--- src/rtl/coin_sync_pkg.sv ---
package coin_sync_pkg;

  // Which bank runs the faster (shorter) divided clock.
  typedef enum logic {
    FAST_A = 1'b0,
    FAST_C = 1'b1
  } fast_sel_e;

  localparam int unsigned CS_DIV_W   = 5;
  localparam int unsigned CS_MIN_DIV = 2;
  localparam int unsigned CS_BANKS   = 2;

endpackage

--- src/rtl/cs_ratio_latch.sv ---
module cs_ratio_latch
  import coin_sync_pkg::*;
#(
  parameter int unsigned DIV_W = CS_DIV_W
) (
  input  logic             clk,
  input  logic             rst,
  input  logic [DIV_W-1:0] div_a_in,
  input  logic [DIV_W-1:0] div_c_in,
  input  logic             load,
  output logic [DIV_W-1:0] div_a_q,
  output logic [DIV_W-1:0] div_c_q,
  output logic [DIV_W-1:0] fast_q,
  output logic [DIV_W-1:0] slow_off_q,
  output fast_sel_e        fast_sel_q
);

  localparam logic [DIV_W-1:0] MIN_DIV = DIV_W'(CS_MIN_DIV);

  logic [DIV_W-1:0] a_cl;
  logic [DIV_W-1:0] c_cl;

  // Ratios below the minimum are raised to it.
  always_comb begin
    a_cl = (div_a_in < MIN_DIV) ? MIN_DIV : div_a_in;
    c_cl = (div_c_in < MIN_DIV) ? MIN_DIV : div_c_in;
  end

  // Capture during reset and on each shared edge. The fast ratio and the
  // slow counter's start offset are precomputed here so that the window
  // detector only needs two equality compares.
  always_ff @(posedge clk) begin
    if (rst || load) begin
      div_a_q <= a_cl;
      div_c_q <= c_cl;
      if (a_cl <= c_cl) begin
        fast_q     <= a_cl;
        slow_off_q <= c_cl - a_cl;
        fast_sel_q <= FAST_A;
      end else begin
        fast_q     <= c_cl;
        slow_off_q <= a_cl - c_cl;
        fast_sel_q <= FAST_C;
      end
    end
  end

  AST_CFG_FLOOR: assert property (@(posedge clk) disable iff (rst)
    (div_a_q >= MIN_DIV) && (div_c_q >= MIN_DIV));

endmodule

--- src/rtl/cs_divider.sv ---
module cs_divider
  import coin_sync_pkg::*;
#(
  parameter int unsigned DIV_W = CS_DIV_W
) (
  input  logic             clk,
  input  logic             rst,
  input  logic [DIV_W-1:0] div,
  output logic [DIV_W-1:0] cnt_q,
  output logic             wrap,
  output logic             bank_clk_q
);

  logic [DIV_W-1:0] half;

  always_comb begin
    half = div >> 1;
    wrap = (cnt_q == (div - 1'b1));
  end

  always_ff @(posedge clk) begin
    if (rst) begin
      cnt_q      <= '0;
      bank_clk_q <= 1'b0;
    end else begin
      bank_clk_q <= (cnt_q < half);
      cnt_q      <= wrap ? '0 : cnt_q + 1'b1;
    end
  end

  AST_CNT_RANGE: assert property (@(posedge clk) disable iff (rst)
    cnt_q < div);

endmodule

--- src/rtl/cs_window.sv ---
module cs_window
  import coin_sync_pkg::*;
#(
  parameter int unsigned DIV_W = CS_DIV_W
) (
  input  logic             clk,
  input  logic             rst,
  input  logic [DIV_W-1:0] cnt_a,
  input  logic [DIV_W-1:0] cnt_c,
  input  logic [DIV_W-1:0] fast,
  input  logic [DIV_W-1:0] slow_off,
  input  fast_sel_e        fast_sel,
  output logic             sync_n_q
);

  logic [DIV_W-1:0] rem_q;
  logic             start;
  logic             low_now;

  // A shared edge lies exactly 'fast' cycles ahead when the fast counter
  // sits at phase 0 and the slow counter sits at (slow - fast).
  always_comb begin
    if (fast_sel == FAST_A) begin
      start = (cnt_a == '0) && (cnt_c == slow_off);
    end else begin
      start = (cnt_c == '0) && (cnt_a == slow_off);
    end
    low_now = start || (rem_q != '0);
  end

  always_ff @(posedge clk) begin
    if (rst) begin
      rem_q    <= '0;
      sync_n_q <= 1'b1;
    end else begin
      if (start) begin
        rem_q <= fast - 1'b1;
      end else if (rem_q != '0) begin
        rem_q <= rem_q - 1'b1;
      end
      sync_n_q <= !low_now;
    end
  end

  AST_REM_BOUND: assert property (@(posedge clk) disable iff (rst)
    rem_q < fast);

endmodule

--- src/rtl/coin_sync_gen.sv ---
module coin_sync_gen
  import coin_sync_pkg::*;
#(
  parameter int unsigned DIV_W = CS_DIV_W
) (
  input  logic             clk,
  input  logic             rst,
  input  logic [DIV_W-1:0] ratio_a,
  input  logic [DIV_W-1:0] ratio_c,
  output logic             bank_a_clk,
  output logic             bank_c_clk,
  output logic             sync_n
);

  localparam int unsigned NB = CS_BANKS;

  logic [DIV_W-1:0] div_a_q;
  logic [DIV_W-1:0] div_c_q;
  logic [DIV_W-1:0] fast_q;
  logic [DIV_W-1:0] slow_off_q;
  fast_sel_e        fast_sel_q;

  logic [DIV_W-1:0] div_arr [NB];
  logic [DIV_W-1:0] cnt_arr [NB];
  logic             wrap_arr[NB];
  logic             clk_arr [NB];
  logic             coin_wrap;

  assign div_arr[0] = div_a_q;
  assign div_arr[1] = div_c_q;
  assign coin_wrap  = wrap_arr[0] && wrap_arr[1];

  cs_ratio_latch #(.DIV_W(DIV_W)) u_latch (
    .clk        (clk),
    .rst        (rst),
    .div_a_in   (ratio_a),
    .div_c_in   (ratio_c),
    .load       (coin_wrap),
    .div_a_q    (div_a_q),
    .div_c_q    (div_c_q),
    .fast_q     (fast_q),
    .slow_off_q (slow_off_q),
    .fast_sel_q (fast_sel_q)
  );

  for (genvar b = 0; b < NB; b++) begin : g_bank
    cs_divider #(.DIV_W(DIV_W)) u_div (
      .clk        (clk),
      .rst        (rst),
      .div        (div_arr[b]),
      .cnt_q      (cnt_arr[b]),
      .wrap       (wrap_arr[b]),
      .bank_clk_q (clk_arr[b])
    );
  end

  cs_window #(.DIV_W(DIV_W)) u_win (
    .clk      (clk),
    .rst      (rst),
    .cnt_a    (cnt_arr[0]),
    .cnt_c    (cnt_arr[1]),
    .fast     (fast_q),
    .slow_off (slow_off_q),
    .fast_sel (fast_sel_q),
    .sync_n_q (sync_n)
  );

  assign bank_a_clk = clk_arr[0];
  assign bank_c_clk = clk_arr[1];

  AST_RISE_AT_COIN: assert property (@(posedge clk) disable iff (rst)
    $rose(sync_n) |-> ($rose(bank_a_clk) && $rose(bank_c_clk)));

  AST_FALL_ON_FAST: assert property (@(posedge clk) disable iff (rst)
    $fell(sync_n) |-> ($rose(bank_a_clk) || $rose(bank_c_clk)));

  AST_COIN_RELOAD: assert property (@(posedge clk) disable iff (rst)
    coin_wrap |=> ((cnt_arr[0] == '0) && (cnt_arr[1] == '0)));

endmodule

--- config.mk ---
export PLATFORM = sky130hd
export DESIGN_NAME = coin_sync_gen
export DESIGN_NICKNAME = d
export VERILOG_FILES = /design/src/rtl/coin_sync_pkg.sv /design/src/rtl/cs_ratio_latch.sv /design/src/rtl/cs_divider.sv /design/src/rtl/cs_window.sv /design/src/rtl/coin_sync_gen.sv
export SDC_FILE = /design/constraint.sdc
export NUM_CORES = 1
export LEC_CHECK = 0
export BUFFER_PORTS_ARGS = -buffer_cell sky130_fd_sc_hd__buf_2
export CAP_MARGIN = 0
export CORE_ASPECT_RATIO = 0.5
export CORE_MARGIN = 2
export CORE_UTILIZATION = 47
export DETAILED_ROUTE_END_ITERATION = 8
export GPL_ROUTABILITY_DRIVEN = 0
export GPL_TIMING_DRIVEN = 1
export PLACE_DENSITY_LB_ADDON = 0.25
export SLEW_MARGIN = 10
export SYNTH_ARGS = -nofsm -noshare
export SYNTH_HDL_FRONTEND = slang
export SYNTH_SLANG_ARGS = --single-unit
--- constraint.sdc ---
create_clock -name clk -period 8.08 [get_ports clk]
set_input_delay 2.424 -clock clk [delete_from_list [all_inputs] [get_ports clk]]
set_output_delay 2.424 -clock clk [all_outputs]
set_load 0.05 [all_outputs]
==> Word level (Yosys, flattened, before mapping) <==
Index checks and enable logic that the tools add are counted.
{ "totals": {"input_bits": 12, "wordCells": 48, "ff_bits": 39, "output_inout_bits": 3} }
{ "classes": {"n_eq_ne": 4, "n_lt_le_gt_ge": 5, "n_reduce_logical": 12, "add_sub_neg": 8, "mux": 8} }
{ "ops": {"columns": ["cell", "n"], "rows": [
  ["two-way mux 5 bit", 6],
  ["equality test 5 bit", 4],
  ["subtractor 5 x 1 -> 5 bit, second input constant", 4],
  ["adder 5 x 1 -> 5 bit, second input constant", 2],
  ["logical NOT 5 bit", 2],
  ["< comparator 5 x 2 -> 1 bit, second input constant", 2],
  ["< comparator 5 x 4 -> 1 bit", 2],
  ["subtractor 5 bit", 2],
  ["<= comparator 5 bit", 1],
  ["nonzero test 5 bit", 1],
  ["OR reduction 2 bit", 2],
  ["logical AND 1 bit", 3],
  ["logical OR 1 bit", 2],
  ["two-way mux 1 bit", 2],
  ["nonzero test 2 bit", 1],
  ["logical NOT 1 bit", 1]
]} }

==> Longest topological paths before layout <==
Gate-level depths: netlist (run 1).
{ "logic_depth": {"depth_word": 5, "depth_mapped": 12, "mapped_depth_nobuf": 12} }

==> Hierarchy <==
Synthesis (run 1) repeated with hierarchy kept, for this count alone.
{ "unflattened": {"cells_unflattened": 243, "area_unflattened_um2": 2514.9} }
{ "modules_own_cells": {"columns": ["mod", "area_each_um2", "instances", "cells_per_inst"], "rows": [
  ["cs_ratio_latch", 1201.2, 1, 95],
  ["cs_divider", 409.1, 2, 44],
  ["cs_window", 489.2, 1, 59],
  ["coin_sync_gen", 6.3, 1, 1]
]} }

==> Least setup slack after synthesis (run 1) <==
Ideal clock, no wire load.
{ "synth_path": {"path_kind": "input to register", "from": "input ratio_a[1]", "to": "register u_latch.slow_off_q[1], data pin", "arrival_time_ns": 4.370, "n_path_buf": 0, "cell_stages": 9, "setup_time_ns": 0.265, "path_slack_ns": 3.445, "cell_sequence": "o41ai_1 -> inv_1 -> ha_1 -> nand3_1 -> nor2b_1 -> nor2b_1 -> a311oi_4 -> mux2i_1 -> xnor2_1"} }
{ "synth_via": {"elab_chain_len": 4} }
{ "synth_rtl": {"columns": ["element", "line", "source"], "rows": [
  ["from (decl)", "coin_sync_gen.sv:8", "input logic [DIV_W-1:0] ratio_a,"],
  ["< comparator 5 x 2 -> 1 bit (*)", "cs_ratio_latch.sv:25", "a_cl = (div_a_in < MIN_DIV) ? MIN_DIV : div_a_in;"],
  ["two-way mux 5 bit (*)", "cs_ratio_latch.sv:25", null],
  ["net u_latch.a_cl[0]", "cs_ratio_latch.sv:20", "logic [DIV_W-1:0] a_cl;"],
  ["subtractor 5 bit, or another cell as far along", "cs_ratio_latch.sv:42", "slow_off_q <= a_cl - c_cl;"],
  ["two-way mux 5 bit (*)", "cs_ratio_latch.sv:36", "if (a_cl <= c_cl) begin"],
  ["to (signal assigned)", "cs_ratio_latch.sv:38", "slow_off_q <= c_cl - a_cl;"],
  ["to (signal assigned)", "cs_ratio_latch.sv:42", null],
  ["to (decl)", "cs_ratio_latch.sv:14", "output logic [DIV_W-1:0] slow_off_q,"]
]} }
Mark *: on every way through the listed nets, which the timed path passes. The rest lies on a longest branch.
A chain may end at the register's enable or synchronous reset.

==> Worst setup path after layout (run 1) <==
{ "layout_path": {"from": "input ratio_a[2]", "to": "register u_latch.slow_off_q[2], data pin"} }
Same word-level chain as after synthesis.

==> results by group, run 1 <==
Die
  • Placement row count: 18
  • Starting Density: 49.7%
  • Die area: ~0.0059 mm²
  • Io pins: 15
  • Die Ht: approximately 56 µm
  • Die Wd: 107 µm
  • Core ar.: about 0.0050 mm²

Final layout
  • Filler-free cell count of the finished design: between 300 and 400
  • Finished Core Util: 54.0%
  • Final net count: 307
  • Layout cells sized above 1: under 10%
  • Area Growth Syn to Fin: 8.57%
  • Final Instance Area: 0.00271 mm²
  • Ant diodes: 0

Synth
  • Seq/Total Area, Yosys: approximately 40%
  • Dominant combinational cell family by area after synthesis: compound AO/OA/AOI/OAI gates
  • Cells after Synth: roughly 260
  • Post-Synth XOR/XNOR Area: 12.2%
  • Compound-Gate Fraction of Synth Area: 14.3%
  • Simple logic cell fraction of the synthesized area: between 10% and 20%
  • Synth warn: 0
  • Adder-Cell Fraction of Synth Area: between 10% and 20%
  • Most common cell in the netlist: inv_1
  • Unique cell type count in the Yosys netlist: 45
  • Synth area leaders: edfxtp_1 (25%), dfxtp_1 (14%), ha_1 (11%)
  • Mean Syn Cell Area: between 9 and 10 µm²
  • Share of the synthesized area in the top cell type: roughly 25%
  • Cell taking the most area after synthesis: edfxtp_1
  • Mux share of post-synthesis cell area: ~2%
  • EDFF count, synth: 21
  • Post-synth top flop: edfxtp_1
  • FFs w/ async S/R, synth: 0%
  • Post-Syn Area: between 0.002 and 0.0025 mm²
  • Yosys reg bits: 39
  • Synth Net Count: 298
  • Most frequent cells after synthesis: inv_1 (30), xnor2_1 (23), ha_1 (22), nor2_1 (22), edfxtp_1 (21)

Critical path
  • CP startpoint kind: input port
  • CP max stage cell: a311oi_4
  • Reg2reg path depth: 12
  • R2R Setup Slk: approximately 5300 ps
  • Cell count along the critical path: 10
  • Capture point of the worst reg-to-reg path: u_win.rem_q[4]
  • Crit path launch: ratio_a[2]
  • Crit path max-delay family: compound AO/OA/AOI/OAI gates
  • Worst setup EP type: flop
  • Biggest cell delay along the critical path: 650 ps
  • Critical-path cell list: buf_2, o41ai_1, inv_1, ha_1, nand3_1, nor2b_1, nor2b_1, a311oi_4, mux2i_1, xnor2_1
  • Critical Path AT: 5000 ps
  • CP Buf/Inv Count: 2
  • WP data required: 8130 ps
  • Critical Path Fanout Max: 16
  • Worst r2r src: g_bank[0].u_div.cnt_q[0]
  • CP endpoint: u_latch.slow_off_q[2]
  • Setup Crit Path Kind: input port to flop
  • Crit path top cell by count: nor2b_1

Clock tree
  • H-tree depth: 2
  • Clk buf depth: 2
  • # clock sinks: 39
  • CTS clk-pin slew, worst paths: about 80 ps
  • CTS tree: done
  • Clock latency on the worst-skew pair: 300 ps
  • TritonCTS buffer count: 5
  • Clock root buffer master: clkbuf_8
  • Cts hold-fix bufs: 0
  • Setup Fix Bufs, Post-CTS: 0
  • Resize count post-CTS: 0

Run
  • MaxCap Viol Count: 0

STA
  • Slew Limit Headroom: 37.8%
  • Final hold viol count: 0
  • Final setup TNS: 0 ps
  • Crit path time final: 4950 ps
  • FMAX: 0.202 GHz
  • Final worst path period share: 61.3%
  • Worst-margin pin slew: 934 ps
  • Clock skew: 12.6 ps
  • Final Setup Violations: 0
  • Max-slew violations: 0
  • Worst hold slack: approximately 530 ps
  • Unrepaired setup endpoints after global routing: no

GRT
  • Gr ovfl total: 0
  • Initial antenna violation count: 0
  • GRT Overall Usage: a little under a fifth
  • Via count of the first global-routing pass: 1750
  • First-pass GRT wire length: 8.44 mm
  • Largest net degree at the start of global routing: 22

Placement
  • IO Port Bufs: 14
  • Placed inst area: approximately 0.0026 mm²
  • DP Cell Count: approximately 340
  • Dpl hpwl: 3.94 mm

Detailed routing
  • Post-DRT Antenna Nets: 0
  • Detailed Route WL: 5.05 mm
  • Drt first-iter violations: 57
  • DR vias: 1826
  • TritonRoute pass-1 iters: 4
  • Drc violations: 0
  • Wire per inst: 14.7 µm
  • Via density: 5.31

Power and ir drop
  • PwrDens: 215 mW/mm²
  • Pleak: 1.14 nW
  • Peak supply drop: 0.000110 V

Worst hold path
  • Worst hold path class: flop to flop

Run status
  • Status: completed
==> logic make-up after synthesis <==
| family | count (synthesis) |
|---|---|
| simple gates | 72 |
| buf+inv | 43 |
| compound gates | 49 |
| fa+ha+maj | 22 |
| flops | 39 |
| mux | 5 |
| xor+xnor | 34 |
==> layout make-up <==
type,instances,area (µm²)
clock inverters,3,38.8
well taps,70,87.6
inverters,31,116
clock buffers,5,68.8
multi-input cells,182,1340
flip-flops and latches,39,991
repair buffers,14,70.1
fillers,460,2310
==> flip-flops by register name (all words and copies together), names as in the netlist <==
signal,count
u_latch.fast_q,5
u_latch.fast_sel_q,1
u_latch.div_a_q,5
u_win.sync_n_q,1
g_bank.u_div.bank_clk_q,2
g_bank.u_div.cnt_q,10
u_latch.slow_off_q,5
u_latch.div_c_q,5
u_win.rem_q,5
==> worst min-delay path by stage <==
stage / slack (ps) / startpoint / cells past startpoint / endpoint
final: 530 / g_bank[1].u_div.cnt_q[0] / 1 / g_bank[1].u_div.cnt_q[0]
after global routing: 560 / g_bank[0].u_div.cnt_q[0] / 1 / g_bank[0].u_div.cnt_q[0]
after CTS: 540 / g_bank[1].u_div.cnt_q[0] / 1 / g_bank[1].u_div.cnt_q[0]
after detailed placement: 520 / g_bank[1].u_div.cnt_q[0] / 1 / g_bank[1].u_div.cnt_q[0]
after global placement: 510 / u_win.rem_q[2] / 2 / u_win.rem_q[2]
after floorplan: 470 / g_bank[0].u_div.cnt_q[0] / 1 / g_bank[0].u_div.cnt_q[0]
==> layer usage <==
metal  track usage [%]  vias up  share of wire, %
met1              27.8      869                53
met2              26.2       27                41
met5                 0        -                 0
li1                  -      923                 -
met4              7.24        0               1.3
met3              4.01        7               4.3
==> per-stage QoR <==
| stage | setup slack [ps] | power (mW) |
|---|---|---|
| finish | 3130 | 0.582 |
| global route | 2920 | 0.619 |
| CTS | 3140 | 0.585 |
| detailed placement | 2830 | 0.423 |
| global placement | 2950 | 0.417 |
| floorplan | 3440 | 0.387 |
==> cells in the final DEF, fill, tap and decap left out, types with 5 or more instances in the layout <==
cell,Yosys,final
ha_1,22,22
nand2_1,12,12
dfxtp_1,18,18
o211ai_1,5,5
or3_1,6,6
a21oi_1,11,11
buf_2,2,14
xnor2_1,23,23
nor2_1,22,22
inv_1,30,30
o21ai_0,11,11
clkbuf_8,0,5
nor3_1,9,9
xor2_1,10,10
nand3_1,8,8
edfxtp_1,21,21
==> report_power, final <==
| group | internal, mW | switching (mW) |
|---|---|---|
| Sequential | 0.237 | 0.0243 |
| Clock | 0.0905 | 0.0724 |
| Combinational | 0.0670 | 0.0909 |
| Total | 0.394 | 0.188 |
No activity file was read; power rests on OpenSTA's default activity.
==> run 2: changes to the inputs <==
--- a/config.mk
+++ b/config.mk
@@ -5,6 +5,7 @@
 export SDC_FILE = /design/constraint.sdc
 export NUM_CORES = 1
 export LEC_CHECK = 0
+export ABC_AREA = 1
 export BUFFER_PORTS_ARGS = -buffer_cell sky130_fd_sc_hd__buf_2
 export CAP_MARGIN = 0
 export CORE_ASPECT_RATIO = 0.5
==> constraint.sdc (replaced) <==
create_clock -name clk -period 4.4 [get_ports clk]
set_input_delay 1.32 -clock clk [delete_from_list [all_inputs] [get_ports clk]]
set_output_delay 1.32 -clock clk [all_outputs]
set_load 0.05 [all_outputs]
==> run 2 against run 1 <==
Compared with the run above:
- synthesized area grew 4.7%
- power grew 80%
- cell count grew 19%
- synthesized cell count grew 23%
- first-iteration DRC count grew 130%
- sequential cell count is the same
- critical path type unchanged
- critical endpoint unchanged
==> results by group, run 2 <==
Final layout
  • Most frequent cells in the layout: nand2_1 (71), inv_1 (55), nor2_1 (31), ha_1 (22), edfxtp_1 (21) (was inv_1 (30), xnor2_1 (23), nor2_1 (22), ha_1 (22), edfxtp_1 (21))
  • Biggest register: g_bank.u_div.cnt_q (unchanged)
  • Final net count: 370 (was 307)
  • Ant diodes: 0 (unchanged)
  • Area Growth Syn to Fin: 7.75% (was 8.57%)
  • Commonest non-fill, non-tap cell in the layout: nand2_1 (was inv_1)
  • Final Instance Area: 0.00282 mm² (was 0.00271 mm²)
  • Fill count: 519 (was 460)
  • Max reg flops: 10 (unchanged)
  • Layout cells sized above 1: 11.9% (was 9.85%)

Detailed routing
  • Post-DRT Antenna Nets: 0 (unchanged)
  • TritonRoute pass-1 iters: 4 (unchanged)
  • Via density: 4.91 (was 5.31)
  • Drc violations: 0 (unchanged)
  • Drt first-iter violations: 132 (was 57)
  • Detailed Route WL: 5.31 mm (was 5.05 mm)
  • DR vias: 2012 (was 1826)
  • Wire per inst: 12.9 µm (was 14.7 µm)

Die
  • Io pins: 15 (unchanged)
  • Starting Density: 48.2% (was 49.7%)
  • Die Wd: 109 µm (was 107 µm)
  • Placement row count: 19 (was 18)
  • Die area: 0.00621 mm² (was 0.00595 mm²)
  • Core ar.: 0.00542 mm² (was 0.00502 mm²)
  • Die Ht: 56.7 µm (was 55.5 µm)

Worst hold path
  • Worst hold path class: flop to flop (unchanged)
  • Hold wc startpoint: g_bank[1].u_div.cnt_q[0] (unchanged)

Power and ir drop
  • Peak supply drop: 0.000171 V (was 0.000110 V)
  • Pleak: 1.38 nW (was 1.14 nW)
  • PwrDens: 373 mW/mm² (was 215 mW/mm²)

Critical path
  • Critical Path AT: 3000 ps (was 5000 ps)
  • Critical Path Fanout Max: 15 (was 16)
  • CP startpoint kind: input port (unchanged)
  • Setup Crit Path Kind: input port to flop (unchanged)
  • Worst setup EP type: flop (unchanged)
  • Worst r2r src: u_latch.div_c_q[0] (was g_bank[0].u_div.cnt_q[0])
  • Crit path launch: ratio_a[2] (unchanged)
  • WP data required: 4460 ps (was 8130 ps)

STA
  • Unrepaired setup endpoints after global routing: no (unchanged)
  • FMAX: roughly 0.34 GHz
  • Slew Limit Headroom: 58.7% (was 37.8%)
  • Final Setup Violations: 0 (unchanged)
  • Crit path time final: approximately 2900 ps
  • Max-slew violations: 0 (unchanged)
  • Final worst path period share: roughly two thirds
  • Clock skew: 9.25 ps (was 12.6 ps)
  • Worst-margin pin slew: 612 ps (was 934 ps)
  • Final hold viol count: 0 (unchanged)
  • Final setup TNS: 0 ps (unchanged)
  • Setup WS post-layout: 1460 ps (was 3130 ps)

Synth
  • EDFF count, synth: 21 (unchanged)
  • FFs w/ async S/R, synth: 0% (unchanged)
  • Synth area leaders: edfxtp_1 (24%), dfxtp_1 (14%), ha_1 (11%) (was edfxtp_1 (25%), dfxtp_1 (14%), ha_1 (11%))
  • Yosys reg bits: 39 (unchanged)
  • Adder-Cell Fraction of Synth Area: 10.5% (was 11.0%)
  • Post-synth top flop: edfxtp_1 (unchanged)
  • Synth warn: 0 (unchanged)
  • Unique cell type count in the Yosys netlist: 38 (was 45)
  • Simple logic cell fraction of the synthesized area: 22.1% (was 14.0%)
  • Cell taking the most area after synthesis: edfxtp_1 (unchanged)
  • Synth Net Count: 359 (was 298)
  • Most common cell in the netlist: nand2_1 (was inv_1)
  • Dominant combinational cell family by area after synthesis: simple AND/OR/NAND/NOR gates (was compound AO/OA/AOI/OAI gates)
  • Post-Syn Area: 0.00261 mm² (was 0.00250 mm²)
  • Cells after Synth: 325 (was 264)
  • Share of the synthesized area in the top cell type: 24.1% (was 25.3%)
  • Post-Synth XOR/XNOR Area: 10.1% (was 12.2%)
  • Mux share of post-synthesis cell area: 0% (was 2.06%)
  • Mean Syn Cell Area: 8.04 µm² (was 9.46 µm²)
  • Compound-Gate Fraction of Synth Area: 8.76% (was 14.3%)
  • Seq/Total Area, Yosys: 37.9% (was 39.7%)
  • Most frequent cells after synthesis: nand2_1 (71), inv_1 (55), nor2_1 (31), ha_1 (22), edfxtp_1 (21) (was inv_1 (30), xnor2_1 (23), ha_1 (22), nor2_1 (22), edfxtp_1 (21))

Clock tree
  • Setup Fix Bufs, Post-CTS: 0 (unchanged)
  • Clock root buffer master: clkbuf_8 (unchanged)
  • TritonCTS buffer count: 5 (unchanged)
  • Resize count post-CTS: 0 (unchanged)
  • Clk buf depth: 2 (unchanged)
  • H-tree depth: 2 (unchanged)
  • Clock latency on the worst-skew pair: 300 ps (about the same)
  • CTS clk-pin slew, worst paths: 80 ps (about the same)
  • Cts hold-fix bufs: 0 (unchanged)
  • CTS tree: done (unchanged)
  • # clock sinks: 39 (unchanged)

Placement
  • Placed inst area: 0.00273 mm² (was 0.00260 mm²)
  • IO Port Bufs: 14 (unchanged)
  • Placement Setup Slack: 1130 ps (was 2830 ps)
  • Dpl hpwl: 4.21 mm (was 3.94 mm)

GRT
  • Via count of the first global-routing pass: 1924 (was 1750)
  • First-pass GRT wire length: 8.99 mm (was 8.44 mm)
  • Largest net degree at the start of global routing: 22 (unchanged)
  • Initial antenna violation count: 0 (unchanged)
  • Gr ovfl total: 0 (unchanged)
  • GRT Overall Usage: 19.0% (was 18.7%)

Run status
  • Status: completed (unchanged)

Run
  • MaxCap Viol Count: 0 (unchanged)
==> run 2: power breakdown <==
group,internal (mW),total (mW),switching (mW)
Sequential,0.439,0.473,0.0343
Clock,0.110,0.247,0.137
Combinational,0.124,0.329,0.204
Total,0.674,1.05,0.375
==> run 2: final cells by class <==
class                           count  area, µm²  share of cell area, %
Timing Repair Buffer               15       77.6                   2.75
Inverter                           58        218                   7.73
Sequential cell                    39        991                   35.2
Multi-Input combinational cell    217       1350                   47.9
Clock buffer                        5       68.8                   2.44
Clock inverter                      3       20.0                  0.711
Tap cell                           73       91.3                   3.24
==> run 2: critical path, stage by stage <==
cell,delay (ps)
buf_2,130
inv_1,90
a21oi_2,190
inv_2,110
ha_1,210
a21o_1,190
a221oi_1,300
nand2_2,110
nand2_4,160
inv_2,80
nand2_1,60
nand2_1,50
==> run 2: per-stage QoR <==
stage | power [mW] | utilization, % | hold slack, ps | cells
floorplan | 0.736 | - | 452 | 325
global placement | 0.797 | 50.3 | 484 | 402
detailed placement | 0.804 | 50.3 | 509 | 402
CTS | 1.05 | 52.0 | 527 | 410
global route | 1.12 | 52.0 | 555 | 410
finish | 1.05 | 52.0 | 526 | 410
==> run 2: cells by family after synthesis <==
logic type               count (synthesis)
adder cells (fa/ha/maj)                 22
XOR/XNOR                                28
buffers and inverters                   69
flip-flops                              39
AND/OR/NAND/NOR                        135
AO/OA/AOI/OAI                           32
==> run 2: per-layer routing <==
metal	wire (µm)	track usage (%)
met5	0	0
met4	62	6.15
met3	387	4.41
met2	2130	27.1
met1	2730	28.1
==> run 2: worst paths after layout <==
check,to,slack (ps),cells after the start
worst max register to register,u_latch.fast_q[0],1900,8
worst min-delay path,g_bank[1].u_div.cnt_q[0],530,1
worst max-delay path,u_latch.slow_off_q[2],1460,12
worst min register to register,g_bank[1].u_div.cnt_q[0],530,1
==> run 3: changes to the inputs <==
==> constraint.sdc (replaced) <==
create_clock -name clk -period 2.7 [get_ports clk]
set_input_delay 0.81 -clock clk [delete_from_list [all_inputs] [get_ports clk]]
set_output_delay 0.81 -clock clk [all_outputs]
set_load 0.05 [all_outputs]
==> run 3 against run 2 <==
Compared with the run above:
- design area up 3.5%
- sequential power rose by 63%
- sequential share of layout area fell by 1.2 points
- via count is 2.2% higher
- cell count rose by 2.4%
- sequential cell count stayed put
- largest cell class unchanged
- highest routed layer unchanged
==> results by group, run 3 (synthesized netlist as in run 2, its figures left out) <==
Run status
  • Status: completed (unchanged)

STA
  • Crit path time final: 2300 ps
  • Clock skew: 5.84 ps (was 9.25 ps)
  • Final hold viol count: 0 (unchanged)
  • Unrepaired setup endpoints after global routing: no (unchanged)
  • Final setup TNS: 0 ps (unchanged)
  • Final Setup Violations: 0 (unchanged)
  • Worst-margin pin slew: 395 ps (was 612 ps)
  • FMAX: 0.436 GHz
  • Slew Limit Headroom: 73.0% (was 58.7%)
  • Final worst path period share: 85.0%
  • Max-slew violations: 0 (unchanged)

GRT
  • Largest net degree at the start of global routing: 22 (unchanged)
  • GRT Overall Usage: 19.7% (was 19.0%)
  • First-pass GRT wire length: 9.43 mm (was 8.99 mm)
  • Gr ovfl total: 0 (unchanged)
  • Initial antenna violation count: 0 (unchanged)
  • Via count of the first global-routing pass: 2002 (was 1924)

Critical path
  • Setup Crit Path Kind: input port to flop (unchanged)
  • Critical Path Fanout Max: 15 (unchanged)
  • R2R Setup Slk: 540 ps (was 1900 ps)
  • Worst setup EP type: flop (unchanged)
  • Reg2reg path depth: 8 (unchanged)
  • Crit path launch: ratio_c[2] (was ratio_a[2])
  • Critical Path AT: 2350 ps (was 3000 ps)
  • WP data required: 2750 ps (was 4460 ps)
  • CP startpoint kind: input port (unchanged)
  • Worst r2r src: u_latch.div_a_q[0] (was u_latch.div_c_q[0])
  • Capture point of the worst reg-to-reg path: u_latch.slow_off_q[1] (was u_latch.fast_q[0])

Clock tree
  • Clk buf depth: 2 (unchanged)
  • Cts hold-fix bufs: 0 (unchanged)
  • H-tree depth: 2 (unchanged)
  • CTS clk-pin slew, worst paths: 80 ps (about the same)
  • Clock latency on the worst-skew pair: 290 ps (was 300 ps)
  • # clock sinks: 39 (unchanged)
  • Resize count post-CTS: 0 (unchanged)
  • Setup Fix Bufs, Post-CTS: 0 (unchanged)
  • Clock root buffer master: clkbuf_8 (unchanged)
  • CTS tree: done (unchanged)
  • TritonCTS buffer count: 5 (unchanged)

Die
  • Die Wd: 109 µm (unchanged)
  • Core ar.: 0.00542 mm² (unchanged)
  • Placement row count: 19 (unchanged)
  • Starting Density: 48.2% (unchanged)
  • Io pins: 15 (unchanged)
  • Die Ht: 56.7 µm (unchanged)
  • Die area: 0.00621 mm² (unchanged)

Worst hold path
  • Hold wc startpoint: g_bank[1].u_div.cnt_q[0] (unchanged)
  • WHS Endpoint: g_bank[1].u_div.cnt_q[0] (unchanged)
  • Hold depth: 1 (unchanged)
  • Worst hold path class: flop to flop (unchanged)

Final layout
  • Biggest register: g_bank.u_div.cnt_q (unchanged)
  • Most frequent cells in the layout: nand2_1 (71), inv_1 (55), nor2_1 (31), ha_1 (22), edfxtp_1 (21) (unchanged)
  • Filler-free cell count of the finished design: 420 (was 410)
  • Layout cells sized above 1: 14.4% (was 11.9%)
  • Final net count: 380 (was 370)
  • Commonest non-fill, non-tap cell in the layout: nand2_1 (unchanged)
  • Ant diodes: 0 (unchanged)
  • Max reg flops: 10 (unchanged)
  • Area Growth Syn to Fin: 11.5% (was 7.75%)
  • Finished Core Util: 53.8% (was 52.0%)

Power and ir drop
  • PwrDens: 616 mW/mm² (was 373 mW/mm²)
  • Pleak: 1.44 nW (was 1.38 nW)
  • Peak supply drop: 0.000276 V (was 0.000171 V)

Placement
  • Dpl hpwl: 4.28 mm (was 4.21 mm)
  • DP Cell Count: 412 (was 402)
  • IO Port Bufs: 14 (unchanged)

Detailed routing
  • Wire per inst: 12.9 µm (about the same)
  • Drt first-iter violations: 138 (was 132)
  • DR vias: 2057 (was 2012)
  • Detailed Route WL: 5.41 mm (was 5.31 mm)
  • Via density: 4.90 (was 4.91)
  • Drc violations: 0 (unchanged)
  • TritonRoute pass-1 iters: 4 (unchanged)
  • Post-DRT Antenna Nets: 0 (unchanged)

Run
  • MaxCap Viol Count: 0 (unchanged)
run 3: cell types whose count changed in the layout (fill, tap and decap cells not counted):
cell | previous run | this run
inv_6 | 0 | 1
clkbuf_16 | 0 | 1
clkinv_4 | 0 | 1
buf_4 | 1 | 11
clkinvlp_4 | 2 | 0
clkinv_2 | 1 | 0
run 3: stage by stage:
stage / total power, mW / hold slack [ps] / worst slack (ps) / area [µm²]
floorplan: 1.20 / 452 / 183 / 2620
global placement: 1.31 / 483 / 150 / 2800
detailed placement: 1.33 / 487 / 58.9 / 2800
CTS: 1.80 / 506 / 385 / 2910
global route: 1.91 / 556 / 265 / 2910
finish: 1.80 / 502 / 405 / 2910
run 3: worst max path at each step:
| stage | cells after the start | slack (ps) | end |
|---|---|---|---|
| 6_report | 11 | 400 | u_latch.slow_off_q[1] |
| 5_1_grt | 12 | 270 | u_latch.slow_off_q[1] |
| 4_1_cts | 12 | 390 | u_latch.slow_off_q[2] |
| 3_5_place_dp | 12 | 60 | u_latch.slow_off_q[2] |
| 3_3_place_gp | 12 | 150 | u_latch.slow_off_q[3] |
| 2_1_floorplan | 7 | 180 | u_latch.div_a_q[0] |
run 3: worst max-delay path, stage by stage:
cell	delay (ps)
buf_2	120
inv_1	150
a31oi_4	110
ha_1	220
a21o_1	190
a221oi_1	280
nand2_2	110
nand2_4	160
inv_2	80
nand2_1	60
nand2_1	50
run 3: area by class of cell:
class,count,area (µm²)
repair buffers,25,153
inverters,58,218
flip-flops and latches,39,991
fillers,503,2510
multi-input cells,217,1350
clock buffers,6,93.8
well taps,73,91.3
clock inverters,2,17.5
run 3: per-layer routing:
layer  vias to the layer above  share of wire (%)  track usage, %
li1                       1068                  -               -
met1                       940                 53            28.5
met2                        45                 42            29.2
met3                         4                4.2            4.53
met4                         0               0.72            5.42
met5                         -                  0               0
run 3: power breakdown:
part           switching (mW)  total [mW]  internal (mW)
clock                   0.224       0.467          0.243
sequential             0.0560       0.772          0.716
combinational           0.338       0.557          0.219
